## src/rtl/seq_pkg.sv

```systemverilog
`timescale 1ns/1ps
package seq_pkg;

  typedef enum logic [2:0] {
    KIND_START,
    KIND_FIRST,
    KIND_SECOND,
    KIND_FLUSH,
    KIND_ORPHAN
  } cycKind_e;

  typedef struct packed {
    logic commit;
    logic takeTarget;
    logic loadNop;
  } seqStrobe_t;

endpackage

```

## src/rtl/seq_ctrl.sv

```systemverilog
`timescale 1ns/1ps
module seq_ctrl
  import seq_pkg::*;
#(
  parameter int PHASES = 4,
  parameter int TAG_W  = 4
) (
  input  logic              clk,
  input  logic              rstN,
  input  logic [TAG_W-1:0]  progTag,
  input  logic              isTwoWord,
  input  logic              isBranch,
  input  logic              skipTaken,
  output logic [PHASES-1:0] phaseStb,
  output seqStrobe_t        strb,
  output logic              execEn,
  output logic              nopInserted
);

  localparam int PH_W = (PHASES > 1) ? $clog2(PHASES) : 1;
  localparam logic [PH_W-1:0] LAST_PH = PH_W'(PHASES - 1);
  localparam logic [TAG_W-1:0] MARK = {TAG_W{1'b1}};

  logic [PH_W-1:0] phase;
  logic            lastPhase;
  cycKind_e        kind, kindNext;
  logic            pend, pendNext;
  logic            takeTarget, loadNop;

  assign lastPhase = (phase == LAST_PH);
  assign phaseStb  = PHASES'(1) << phase;

  always_comb begin
    kindNext   = kind;
    pendNext   = pend;
    takeTarget = 1'b0;
    loadNop    = 1'b0;
    if (kind == KIND_FIRST && isBranch && !isTwoWord) begin
      takeTarget = 1'b1;
      loadNop    = 1'b1;
      kindNext   = KIND_FLUSH;
    end else if (kind == KIND_FIRST && isTwoWord) begin
      kindNext = KIND_SECOND;
      pendNext = isBranch;
    end else if (kind == KIND_FIRST && skipTaken) begin
      loadNop  = 1'b1;
      kindNext = KIND_FLUSH;
    end else if (kind == KIND_SECOND && pend) begin
      takeTarget = 1'b1;
      loadNop    = 1'b1;
      kindNext   = KIND_FLUSH;
      pendNext   = 1'b0;
    end else if (progTag == MARK) begin
      loadNop  = 1'b1;
      kindNext = KIND_ORPHAN;
    end else begin
      kindNext = KIND_FIRST;
    end
  end

  always_ff @(posedge clk) begin
    if (!rstN) begin
      phase <= '0;
      kind  <= KIND_START;
      pend  <= 1'b0;
    end else begin
      phase <= lastPhase ? '0 : phase + 1'b1;
      if (lastPhase) begin
        kind <= kindNext;
        pend <= pendNext;
      end
    end
  end

  assign strb.commit     = lastPhase;
  assign strb.takeTarget = takeTarget;
  assign strb.loadNop    = loadNop;
  assign execEn      = (kind == KIND_FIRST) || (kind == KIND_SECOND);
  assign nopInserted = (kind == KIND_FLUSH) || (kind == KIND_ORPHAN);

  // exactly one strobe, and the last phase wraps to the first
  p_phase_onehot_r1: assert property (@(posedge clk) disable iff (!rstN)
    $countones(phaseStb) == 1);
  p_phase_wrap_r1: assert property (@(posedge clk) disable iff (!rstN)
    phaseStb[PHASES-1] |=> phaseStb[0]);
  // mutually exclusive, steady within a cycle
  p_excl_r11: assert property (@(posedge clk) disable iff (!rstN)
    !(execEn && nopInserted));
  p_steady_r11: assert property (@(posedge clk) disable iff (!rstN)
    !phaseStb[0] |-> ($stable(execEn) && $stable(nopInserted)));
  // one-word branch is followed by a NOP cycle
  p_branch_nop_r4: assert property (@(posedge clk) disable iff (!rstN)
    (lastPhase && kind == KIND_FIRST && isBranch && !isTwoWord) |=> nopInserted);
  // second word executes
  p_second_exec_r7: assert property (@(posedge clk) disable iff (!rstN)
    (lastPhase && kind == KIND_FIRST && isTwoWord) |=> (execEn && !nopInserted));
  // two-word branch ends in a NOP cycle
  p_two_branch_r8: assert property (@(posedge clk) disable iff (!rstN)
    (lastPhase && kind == KIND_SECOND && pend) |=> nopInserted);
  // lone marker word becomes a NOP
  p_orphan_r6: assert property (@(posedge clk) disable iff (!rstN)
    (lastPhase && (kind == KIND_START || kind == KIND_FLUSH || kind == KIND_ORPHAN)
     && progTag == MARK) |=> nopInserted);
  // hints have no effect after a NOP cycle
  p_ignore_r9: assert property (@(posedge clk) disable iff (!rstN)
    (lastPhase && kind == KIND_FLUSH && progTag != MARK) |=> execEn);

endmodule

```

## src/rtl/seq_datapath.sv

```systemverilog
`timescale 1ns/1ps
module seq_datapath
  import seq_pkg::*;
#(
  parameter int               WORD_W   = 16,
  parameter int               PC_W     = 12,
  parameter logic [WORD_W-1:0] NOP_WORD = '0
) (
  input  logic              clk,
  input  logic              rstN,
  input  seqStrobe_t        strb,
  input  logic [WORD_W-1:0] progData,
  input  logic [PC_W-1:0]   branchTarget,
  output logic [PC_W-1:0]   progAddr,
  output logic [PC_W-1:0]   pcOut,
  output logic [WORD_W-1:0] instrReg
);

  logic [PC_W-1:0] fetchPc;
  logic [PC_W-1:0] execPc;

  always_ff @(posedge clk) begin
    if (!rstN) begin
      fetchPc  <= '0;
      execPc   <= '0;
      instrReg <= NOP_WORD;
    end else if (strb.commit) begin
      fetchPc  <= strb.takeTarget ? branchTarget : fetchPc + PC_W'(1);
      execPc   <= fetchPc;
      instrReg <= strb.loadNop ? NOP_WORD : progData;
    end
  end

  assign progAddr = fetchPc;
  assign pcOut    = execPc;

  // sequential fetch steps by one word
  p_pc_step_r3: assert property (@(posedge clk) disable iff (!rstN)
    (strb.commit && !strb.takeTarget) |=> fetchPc == $past(fetchPc) + PC_W'(1));
  p_exec_addr_r3: assert property (@(posedge clk) disable iff (!rstN)
    strb.commit |=> execPc == $past(fetchPc));
  // redirect lands on the sampled target
  p_redirect_r4: assert property (@(posedge clk) disable iff (!rstN)
    (strb.commit && strb.takeTarget) |=> fetchPc == $past(branchTarget));
  // a flushed word never reaches the instruction register
  p_flush_word_r5: assert property (@(posedge clk) disable iff (!rstN)
    (strb.commit && strb.loadNop) |=> instrReg == NOP_WORD);
  // nothing moves between commits
  p_hold_r1: assert property (@(posedge clk) disable iff (!rstN)
    !strb.commit |=> ($stable(fetchPc) && $stable(instrReg)));

endmodule

```

## src/rtl/instr_cycle_seq.sv

```systemverilog
`timescale 1ns/1ps
module instr_cycle_seq
  import seq_pkg::*;
#(
  parameter int                WORD_W   = 16,
  parameter int                PC_W     = 12,
  parameter int                PHASES   = 4,
  parameter int                TAG_W    = 4,
  parameter logic [WORD_W-1:0] NOP_WORD = '0
) (
  input  logic              clk,
  input  logic              rstN,
  input  logic [WORD_W-1:0] progData,
  input  logic              isTwoWord,
  input  logic              isBranch,
  input  logic              skipTaken,
  input  logic [PC_W-1:0]   branchTarget,
  output logic [PC_W-1:0]   progAddr,
  output logic [PHASES-1:0] phaseStb,
  output logic [PC_W-1:0]   pcOut,
  output logic [WORD_W-1:0] instrReg,
  output logic              execEn,
  output logic              nopInserted
);

  seqStrobe_t strb;

  seq_ctrl #(.PHASES(PHASES), .TAG_W(TAG_W)) u_ctrl (
    .clk(clk), .rstN(rstN),
    .progTag(progData[WORD_W-1 -: TAG_W]),
    .isTwoWord(isTwoWord), .isBranch(isBranch), .skipTaken(skipTaken),
    .phaseStb(phaseStb), .strb(strb),
    .execEn(execEn), .nopInserted(nopInserted)
  );

  seq_datapath #(.WORD_W(WORD_W), .PC_W(PC_W), .NOP_WORD(NOP_WORD)) u_dp (
    .clk(clk), .rstN(rstN), .strb(strb),
    .progData(progData), .branchTarget(branchTarget),
    .progAddr(progAddr), .pcOut(pcOut), .instrReg(instrReg)
  );

endmodule

```

## config.mk

```make
export PLATFORM = sky130hd
export DESIGN_NAME = instr_cycle_seq
export DESIGN_NICKNAME = d
export VERILOG_FILES = /design/src/rtl/seq_pkg.sv /design/src/rtl/seq_ctrl.sv /design/src/rtl/seq_datapath.sv /design/src/rtl/instr_cycle_seq.sv
export SDC_FILE = /design/constraint.sdc
export NUM_CORES = 1
export LEC_CHECK = 0
export ABC_CLOCK_PERIOD_IN_PS = 3100
export BUFFER_PORTS_ARGS = -buffer_cell sky130_fd_sc_hd__buf_2
export CAP_MARGIN = 5
export CELL_PAD_IN_SITES_DETAIL_PLACEMENT = 0
export CELL_PAD_IN_SITES_GLOBAL_PLACEMENT = 1
export CORE_MARGIN = 2
export CORE_UTILIZATION = 38
export CTS_CLUSTER_SIZE = 24
export DETAILED_ROUTE_END_ITERATION = 8
export GPL_ROUTABILITY_DRIVEN = 0
export PLACE_DENSITY_LB_ADDON = 0.1
export SYNTH_ARGS = -nofsm -noshare
export SYNTH_HDL_FRONTEND = slang
export SYNTH_SLANG_ARGS = --single-unit
```

## constraint.sdc

```tcl
create_clock -name clk -period 3.1 [get_ports clk]
set_clock_uncertainty 0.1 [all_clocks]
set_input_delay 0.31 -clock clk [delete_from_list [all_inputs] [get_ports clk]]
set_output_delay 0.31 -clock clk [all_outputs]
set_load 0.005 [all_outputs]
```

After elaboration in Yosys (flattened, before gate mapping):

Cells that the tools add are included.

* output and inout bits: 46
* register bits after elaboration: 46

* add/subtract/negate cells: 2
* multiplexer cells: 19
* bitwise gates (word level): 2
* reduce and logical (&&, ||, !) cells: 11
* shift operators: 1
* eq/ne operators: 7

Operators with widths (count)
* $mux W16: 1
* $mux W3: 5
* $add A12 B1 Y12 const B: 1
* $mux W1: 12
* $mux W12: 1
* $eq A3 B2 Y1 const B: 2
* $logic_and A1 B1 Y1: 5
* $eq A4 B4 Y1 const B: 1
* $reduce_and A4 Y1: 1
* $shl A1 B2 Y4 const A: 1
* $eq A3 B1 Y1 const B: 1
* $eq A3 B3 Y1 const B: 1
* $add A2 B1 Y2 const B: 1
* $eq A2 B2 Y1 const B: 1
* $logic_or A1 B1 Y1: 2
* $ne A2 B1 Y1 const B: 1
* $not A1 Y1: 2
* $reduce_bool A2 Y1: 1
* $reduce_or A2 Y1: 1
* $logic_not A1 Y1: 1

Logic depth before layout (Yosys ltp):

Gate-level depths: netlist of the first run.

* word-level depth: 7
* mapped depth: 6
* gate-level depth less buffers: 6

Hierarchy:

A second synthesis of the first run with hierarchy kept.

* cells, all modules: 232
* area total of the unflattened synthesis: 2097.0 µm²

By module, submodules not included
* seq_datapath: area an instance 1685.4 µm², cells each 183, times used 1
* seq_ctrl: area an instance 411.6 µm², cells each 49, times used 1

Least setup slack after synthesis of the first run:

OpenSTA, ideal clock, no wires.

* path kind: register to register
* from: reg u_ctrl.phase[0]
* to: reg u_dp.instrReg[10]
* arrival: 1.514 ns
* path buffers: 3
* stages on the path, launching flop included: 7
* setup slack: 1.427 ns
* clock period less this slack: 1.673 ns
* library setup time: 0.059 ns
* cells stage by stage: dfxtp_1 ha_1 buf_2 nor2b_1 clkbuf_1 buf_1 a22o_1

* word-level cells in the longest chain between the ends: 1

Ends and longest elaborated chain
* start: declaration: RTL line seq_ctrl.sv:24 `logic [PH_W-1:0] phase;`
* start signal: assignment: RTL line seq_ctrl.sv:67 `phase <= lastPhase ? '0 : phase + 1'b1;`
* $eq A2 B2 Y1: RTL line seq_ctrl.sv:30 `assign lastPhase = (phase == LAST_PH);`
* end signal: assignment: RTL line seq_datapath.sv:30 `instrReg <= strb.loadNop ? NOP_WORD : progData;`
* end: declaration: RTL line seq_datapath.sv:16 `output logic [WORD_W-1:0] instrReg`

No other way between the ends.
A chain may end at the register's enable or synchronous reset.

Worst setup path after layout of the first run:

* from: reg u_ctrl.kind[1]
* to: reg u_dp.fetchPc[3], in the netlist u_dp.progAddr[3]

* word-level cells in the longest chain between the ends: 7

Ends and longest elaborated chain
* start: declaration: RTL line seq_ctrl.sv:26 `cycKind_e kind, kindNext;`
* start signal: assignment: RTL line seq_ctrl.sv:69 `kind <= kindNext;`
* $eq A3 B2 Y1: RTL line seq_ctrl.sv:48 `end else if (kind == KIND_SECOND && pend) begin`
* $logic_and A1 B1 Y1: RTL line seq_ctrl.sv:48
* $mux W1: RTL line seq_ctrl.sv:48
* $mux W1: RTL line seq_ctrl.sv:45 `end else if (kind == KIND_FIRST && skipTaken) begin`
* $mux W1: RTL line seq_ctrl.sv:42 `end else if (kind == KIND_FIRST && isTwoWord) begin`
* $mux W1 *: RTL line seq_ctrl.sv:38 `if (kind == KIND_FIRST && isBranch && !isTwoWord) begin`
* $mux W12 *: RTL line seq_datapath.sv:28 `fetchPc <= strb.takeTarget ? branchTarget : fetchPc + PC_W'(1);`
* end signal: assignment: RTL line seq_datapath.sv:28
* end: declaration: RTL line seq_datapath.sv:19 `logic [PC_W-1:0] fetchPc;`

Mark *: on every way between the ends. The rest lies on a longest branch, timed or not.

==> metrics.txt, run 1 <==
status=complete, no violations; post-synth top area cell=dfxtp_1; syn nets=254; input/output buffers=78; placed cells=354; worst skew pair latency=300 ps; clk root buf=clkbuf_8; Synth async-reset ratio=0%; CP required=3170 ps; mapped cell area=0.00204 mm^2; global route overflow=0; post-synthesis cell type count=40; top post-synthesis cells by area=dfxtp_1 (45%), a22o_1 (6.9%), mux2i_1 (6.4%); Initial DRC Count=122; Fin. Hold Viols=0; clock buffer count from CTS=5; I/O Pins=79; CTS Hold Buffers Added=0; core area=0.00514 mm^2; H-tree depth=2; fin cells=361; WL per Instance=13.1 um; clock share of power=32.2%; CP arrival=2180 ps; die width=77.2 um; Slew Viols, Final=0; first-pass iteration count of the detailed router=4; crit end category=flip-flop; post-layout net count=329; DRC=0; die area=0.00596 mm^2; post-CTS setup buffer count=0; vias in the first global route=1618; # diodes=0; Clk pin slew, worst setup/hold paths=90 ps; top-area cell type share of the netlist area=45.2%; cts repair resizes=0; leakage=0.00113 uW; Worst IR Drop VDD=267 uV; Final setup viols=0; max_slew headroom=50.9%; total number of vias=1777; Switching Share=24.8%; Yosys warnings=0; hpwl dp=3260 um; # rows=26; routed vias/inst=4.92; initial antenna violation count=0; Gate Count Post-Synth=216; fin crit share=68.1%; RSZ-0062 raised after global routing=no; ANT nets after route=0; Syn Area/Cell=9.42 um^2; min Tclk post-route=2110 ps; max-cap viol count=0; Sw Pwr=269 uW; Fmax=0.474 GHz; Seq/Total Area, Yosys=45.2%; Synth Flop Type=dfxtp_1; crit path max fanout=19; internal power=815 uW; Setup crit start kind=flip-flop; commonest cells after routing, fill and taps aside=buf_2 (78), dfxtp_1 (46), a22o_1 (16), o21ai_0 (15), nor2b_1 (15); clock buffer depth=2; CTS tree=yes; critical path type=reg2reg; Post-synth EDFFs=0; Pwr Density=424 mW/mm^2; Starting Density=39.6%; share of cells above drive strength 1=31.6%; Seq pwr share=57.0%; first-pass GRT wire length=7730 um; worst hold path class=in2reg; DIE HEIGHT=77.2 um; CTS sink cnt=46; flops & latches, synth=46; setup total negative slack=0 ps; WL final=4740 um; largest net degree at the start of global routing=38; commonest non-fill, non-tap cell in the layout=buf_2; area grow syn2layout=25.6%; Worst Max-Slew Pin Slew=736 ps; Gate power share=10.8%; Total Routing Usage GR=15.8%
## final timing paths
path / from / endpoint / slack, ps / depth (start not counted)
setup / recovery: u_ctrl.kind[1]$_SDFFE_PN0P_ / u_dp.progAddr[3]$_SDFFE_PN0P_ / 990 / 6
hold / removal: progData[2] / u_dp.instrReg[2]$_SDFFE_PN0P_ / 110 / 2
setup reg to reg: u_ctrl.kind[1]$_SDFFE_PN0P_ / u_dp.progAddr[3]$_SDFFE_PN0P_ / 990 / 6
hold reg to reg: u_dp.instrReg[4]$_SDFFE_PN0P_ / u_dp.instrReg[4]$_SDFFE_PN0P_ / 380 / 1
## sequential cells by signal, summed over array words and instances, names as in the netlist
| name | count |
|---|---|
| u_ctrl.kind | 3 |
| u_ctrl.pend | 1 |
| u_ctrl.phase | 2 |
| u_dp.instrReg | 16 |
| u_dp.progAddr | 12 |
| u_dp.pcOut | 12 |
## layer usage
metal  global-route usage (%)  wire length, um
met1                     22.8             2400
met2                     23.4             2050
met3                     4.00              242
met4                     4.29               46
met5                        0                0
## worst max-delay path: stages, from the launching register on
cell and delay, ps:
dfxtp_1 460, nand3b_1 180, a21oi_2 630, buf_4 320, o21ai_0 110, nand3_1 100
o21ai_0 70
## area by class of cell
type	instances	area, um^2
clock buffer	5	68.8
inverter	6	22.5
timing repair buffer	82	420
sequential	46	921
fill	535	2580
clock inverter	2	10.0
multi-input combinational	150	1030
tap	70	87.6
## synthesized netlist by cell type, types with 3 or more instances
cell / number
dfxtp_1: 46
a22o_1: 16
nor2b_1: 15
o21ai_0: 15
mux2i_1: 13
nand2_1: 11
a21oi_1: 10
nand3_1: 9
clkbuf_1: 6
inv_1: 6
nor2_1: 6
buf_2: 5
ha_1: 5
nor3b_1: 5
o21a_1: 5
and3_1: 4
nand2b_1: 4
nor3_1: 4
o22ai_1: 3
## power by group through the flow
stage               logic (uW)  clock network [uW]  registers, uW
global placement           120                   0            632
CTS                        119                 365            618
floorplan                 65.7                   0            631
detailed placement         118                   0            632
finish                     117                 349            618
global route               129                 387            621
## cells by family (layout without fill, tap and decap cells)
kind of cell | count (synthesis) | count (layout) | share of synthesized area, %
DFF | 46 | 46 | 45.2
adders and majority gates | 5 | 5 | 3.07
AOI/OAI and AO/OA | 65 | 65 | 22.2
muxes | 13 | 13 | 6.39
buffers and inverters | 20 | 95 | 4.36
and+or+nand+nor | 67 | 67 | 18.7
## stage by stage
step	instance area [um^2]	hold slack [ps]	total power (uW)	util (%)	setup slack, ps
finish	2560	115	1080	49.7	989
global route	2560	124	1140	49.7	805
global placement	2480	356	751	48.2	1050
detailed placement	2480	358	751	48.2	1020
CTS	2560	110	1100	49.7	986
floorplan	2040	336	697	-	1430
Note: power is estimated with default switching activity, not from simulation.
==> inputs of run 2 (changes only) <==
--- a/config.mk
+++ b/config.mk
@@ -5,13 +5,13 @@
 export SDC_FILE = /design/constraint.sdc
 export NUM_CORES = 1
 export LEC_CHECK = 0
-export ABC_CLOCK_PERIOD_IN_PS = 3100
+export ABC_CLOCK_PERIOD_IN_PS = 1900
 export BUFFER_PORTS_ARGS = -buffer_cell sky130_fd_sc_hd__buf_2
 export CAP_MARGIN = 5
 export CELL_PAD_IN_SITES_DETAIL_PLACEMENT = 0
 export CELL_PAD_IN_SITES_GLOBAL_PLACEMENT = 1
 export CORE_MARGIN = 2
-export CORE_UTILIZATION = 38
+export CORE_UTILIZATION = 32
 export CTS_CLUSTER_SIZE = 24
 export DETAILED_ROUTE_END_ITERATION = 8
 export GPL_ROUTABILITY_DRIVEN = 0
==> constraint.sdc (replaced) <==
create_clock -name clk -period 1.9 [get_ports clk]
set_clock_uncertainty 0.1 [all_clocks]
set_input_delay 0.19 -clock clk [delete_from_list [all_inputs] [get_ports clk]]
set_output_delay 0.19 -clock clk [all_outputs]
set_load 0.005 [all_outputs]
==> run 2 against run 1 <==
Compared with the run above: global-route usage shrank 0.72 points; via count up 4.8%; worst setup slack got worse by 810 ps; clock-buffer cell count did not move; fmax is 23% higher; power grew 71%; critical endpoint is now u_dp.progAddr[7]$_SDFFE_PN0P_; non-clock buffer count rose by 15; cell area increased by 7.7%; sequential share of layout area shrank 2.5 points; clock power is 78% higher; flip-flop and latch count unchanged.
==> metrics.txt, run 2 (same netlist as run 1, synthesis figures left out) <==
max-cap viol count=0 (unchanged); Critical-path top delay cell=dfxtp_1; ANT nets after route=0 (unchanged); crit end category=flip-flop; die width=83.8 um (+8.5%); # diodes=0 (unchanged); worst skew pair latency=310 ps (about the same); WHS Path Cells=2 (unchanged); H-tree depth=2 (unchanged); critical path type=reg2reg; Reg with most FFs=u_dp.instrReg; largest net degree at the start of global routing=38 (unchanged); leakage=0.00120 uW (+6.3%); routed vias/inst=4.85 (-1.4%); Pwr Density=674 mW/mm^2 (+59%); CTS sink cnt=46 (unchanged); setup total negative slack=0 ps (unchanged); Clk pin slew, worst setup/hold paths=100 ps (about the same); core area=0.00624 mm^2 (+21%); CTS tree=yes; Initial DRC Count=68 (-44%); WHS=8.94 ps (-106 ps); clock buffer depth=2 (unchanged); initial antenna violation count=0 (unchanged); Slew Viols, Final=0 (unchanged); reg2reg path depth=5 (-1); share of cells above drive strength 1=31.9% (+0.31 points); commonest non-fill, non-tap cell in the layout=buf_2; Worst IR Drop VDD=339 uV (+27%); global route overflow=0 (unchanged); Worst Max-Slew Pin Slew=466 ps (-270 ps); WL final=5250 um (+11%); critical-path cell list=and3_1 -> nand4_2 -> or4_1 -> a21boi_1 -> o21a_1; CP max stage delay=430 ps (-200 ps); max_slew headroom=68.9% (+18 points); post-layout net count=344 (+4.6%); first-pass GRT wire length=8580 um (+11%); fin crit share=90.6% (+23 points); area of the multi-input gates=0.00105 mm^2 (+2.0%); Total Routing Usage GR=15.1% (-0.72 points); hpwl dp=3540 um (+8.5%); WL per Instance=13.7 um (+4.1%); Final setup viols=0 (unchanged); DRC=0 (unchanged); # rows=29 (+12%); clock buffer count from CTS=5 (unchanged); final worst-path setup slack=178 ps (-810 ps); first-pass iteration count of the detailed router=4 (unchanged); max reg flops=16 (unchanged); commonest cells after routing, fill and taps aside=buf_2 (78), dfxtp_1 (45), a22o_1 (16), o21ai_0 (15), nor2b_1 (15); CP required=2060 ps (-1110 ps); Setup crit start kind=flip-flop; vias in the first global route=1709 (+5.6%); filler instances=632 (+18%); worst slack, placed=34.6 ps (-981 ps); clk root buf=clkbuf_8; status=complete, no violations; Fmax=0.581 GHz (+23%); CP arrival=1880 ps (-300 ps); worst hold path class=in2reg; die area=0.00702 mm^2 (+18%); input/output buffers=78 (unchanged); min Tclk post-route=1720 ps (-390 ps); Fin. Hold Viols=0 (unchanged); crit path max fanout=6 (-13); DIE HEIGHT=83.8 um (+8.5%); Sequential cell area=922 um^2 (+0.14%); area grow syn2layout=35.2%; Starting Density=32.6% (-7.0 points); I/O Pins=79 (unchanged); total number of vias=1863 (+4.8%); RSZ-0062 raised after global routing=no
[run 2: layout make-up]
cell class,count,share of cell area (%)
sequential,46,33.5
tap,77,3.50
clock buffer,5,2.50
multi-input combinational,150,38.0
clock inverter,3,0.773
inverter,6,0.818
timing repair buffer,97,20.9
[run 2: critical path, delay by kind of cell (launching register included)]
kind               cells  cell delay, ps
AOI/OAI and AO/OA      2             270
DFF                    1             430
and+or+nand+nor        3             870
[run 2: path summary, 6_finish.rpt]
| path | to | from | slack, ps |
|---|---|---|---|
| setup / recovery | u_dp.progAddr[7]$_SDFFE_PN0P_ | u_dp.progAddr[0]$_SDFFE_PN0P_ | 180 |
| hold / removal | u_dp.instrReg[12]$_SDFFE_PN0P_ | progData[12] | 9 |
| setup reg to reg | u_dp.progAddr[7]$_SDFFE_PN0P_ | u_dp.progAddr[0]$_SDFFE_PN0P_ | 180 |
| hold reg to reg | u_dp.instrReg[1]$_SDFFE_PN0P_ | u_dp.instrReg[1]$_SDFFE_PN0P_ | 380 |
[run 2: layer usage]
layer  part of all wire [%]  GRT usage (%)
met5                      0              0
met4                    1.1           4.69
met3                    4.5           3.26
met2                     43           22.0
met1                     51           22.1
[run 2: stage by stage]
stage | total power [uW] | cells | instance area (um^2) | utilization [%]
after floorplan | 1140 | 216 | 2040 | -
after global placement | 1240 | 364 | 2520 | 40.4
after detailed placement | 1240 | 364 | 2520 | 40.4
after CTS | 1880 | 384 | 2730 | 43.8
after global routing | 1950 | 384 | 2750 | 44.1
final | 1850 | 384 | 2750 | 44.1
[run 2: power breakdown]
group | internal (uW) | switching (uW) | total, uW
clock network | 259 | 362 | 621
logic | 116 | 107 | 224
registers | 989 | 20.4 | 1010
total | 1360 | 490 | 1850
[run 2: what timing repair did]
item                                    4_1_cts  5_1_grt
endpoints found under the setup margin        0       18
buffers inserted                              0        0
hold endpoints to repair                     12        0
resized for setup                             0        4
hold buffers                                 12        0
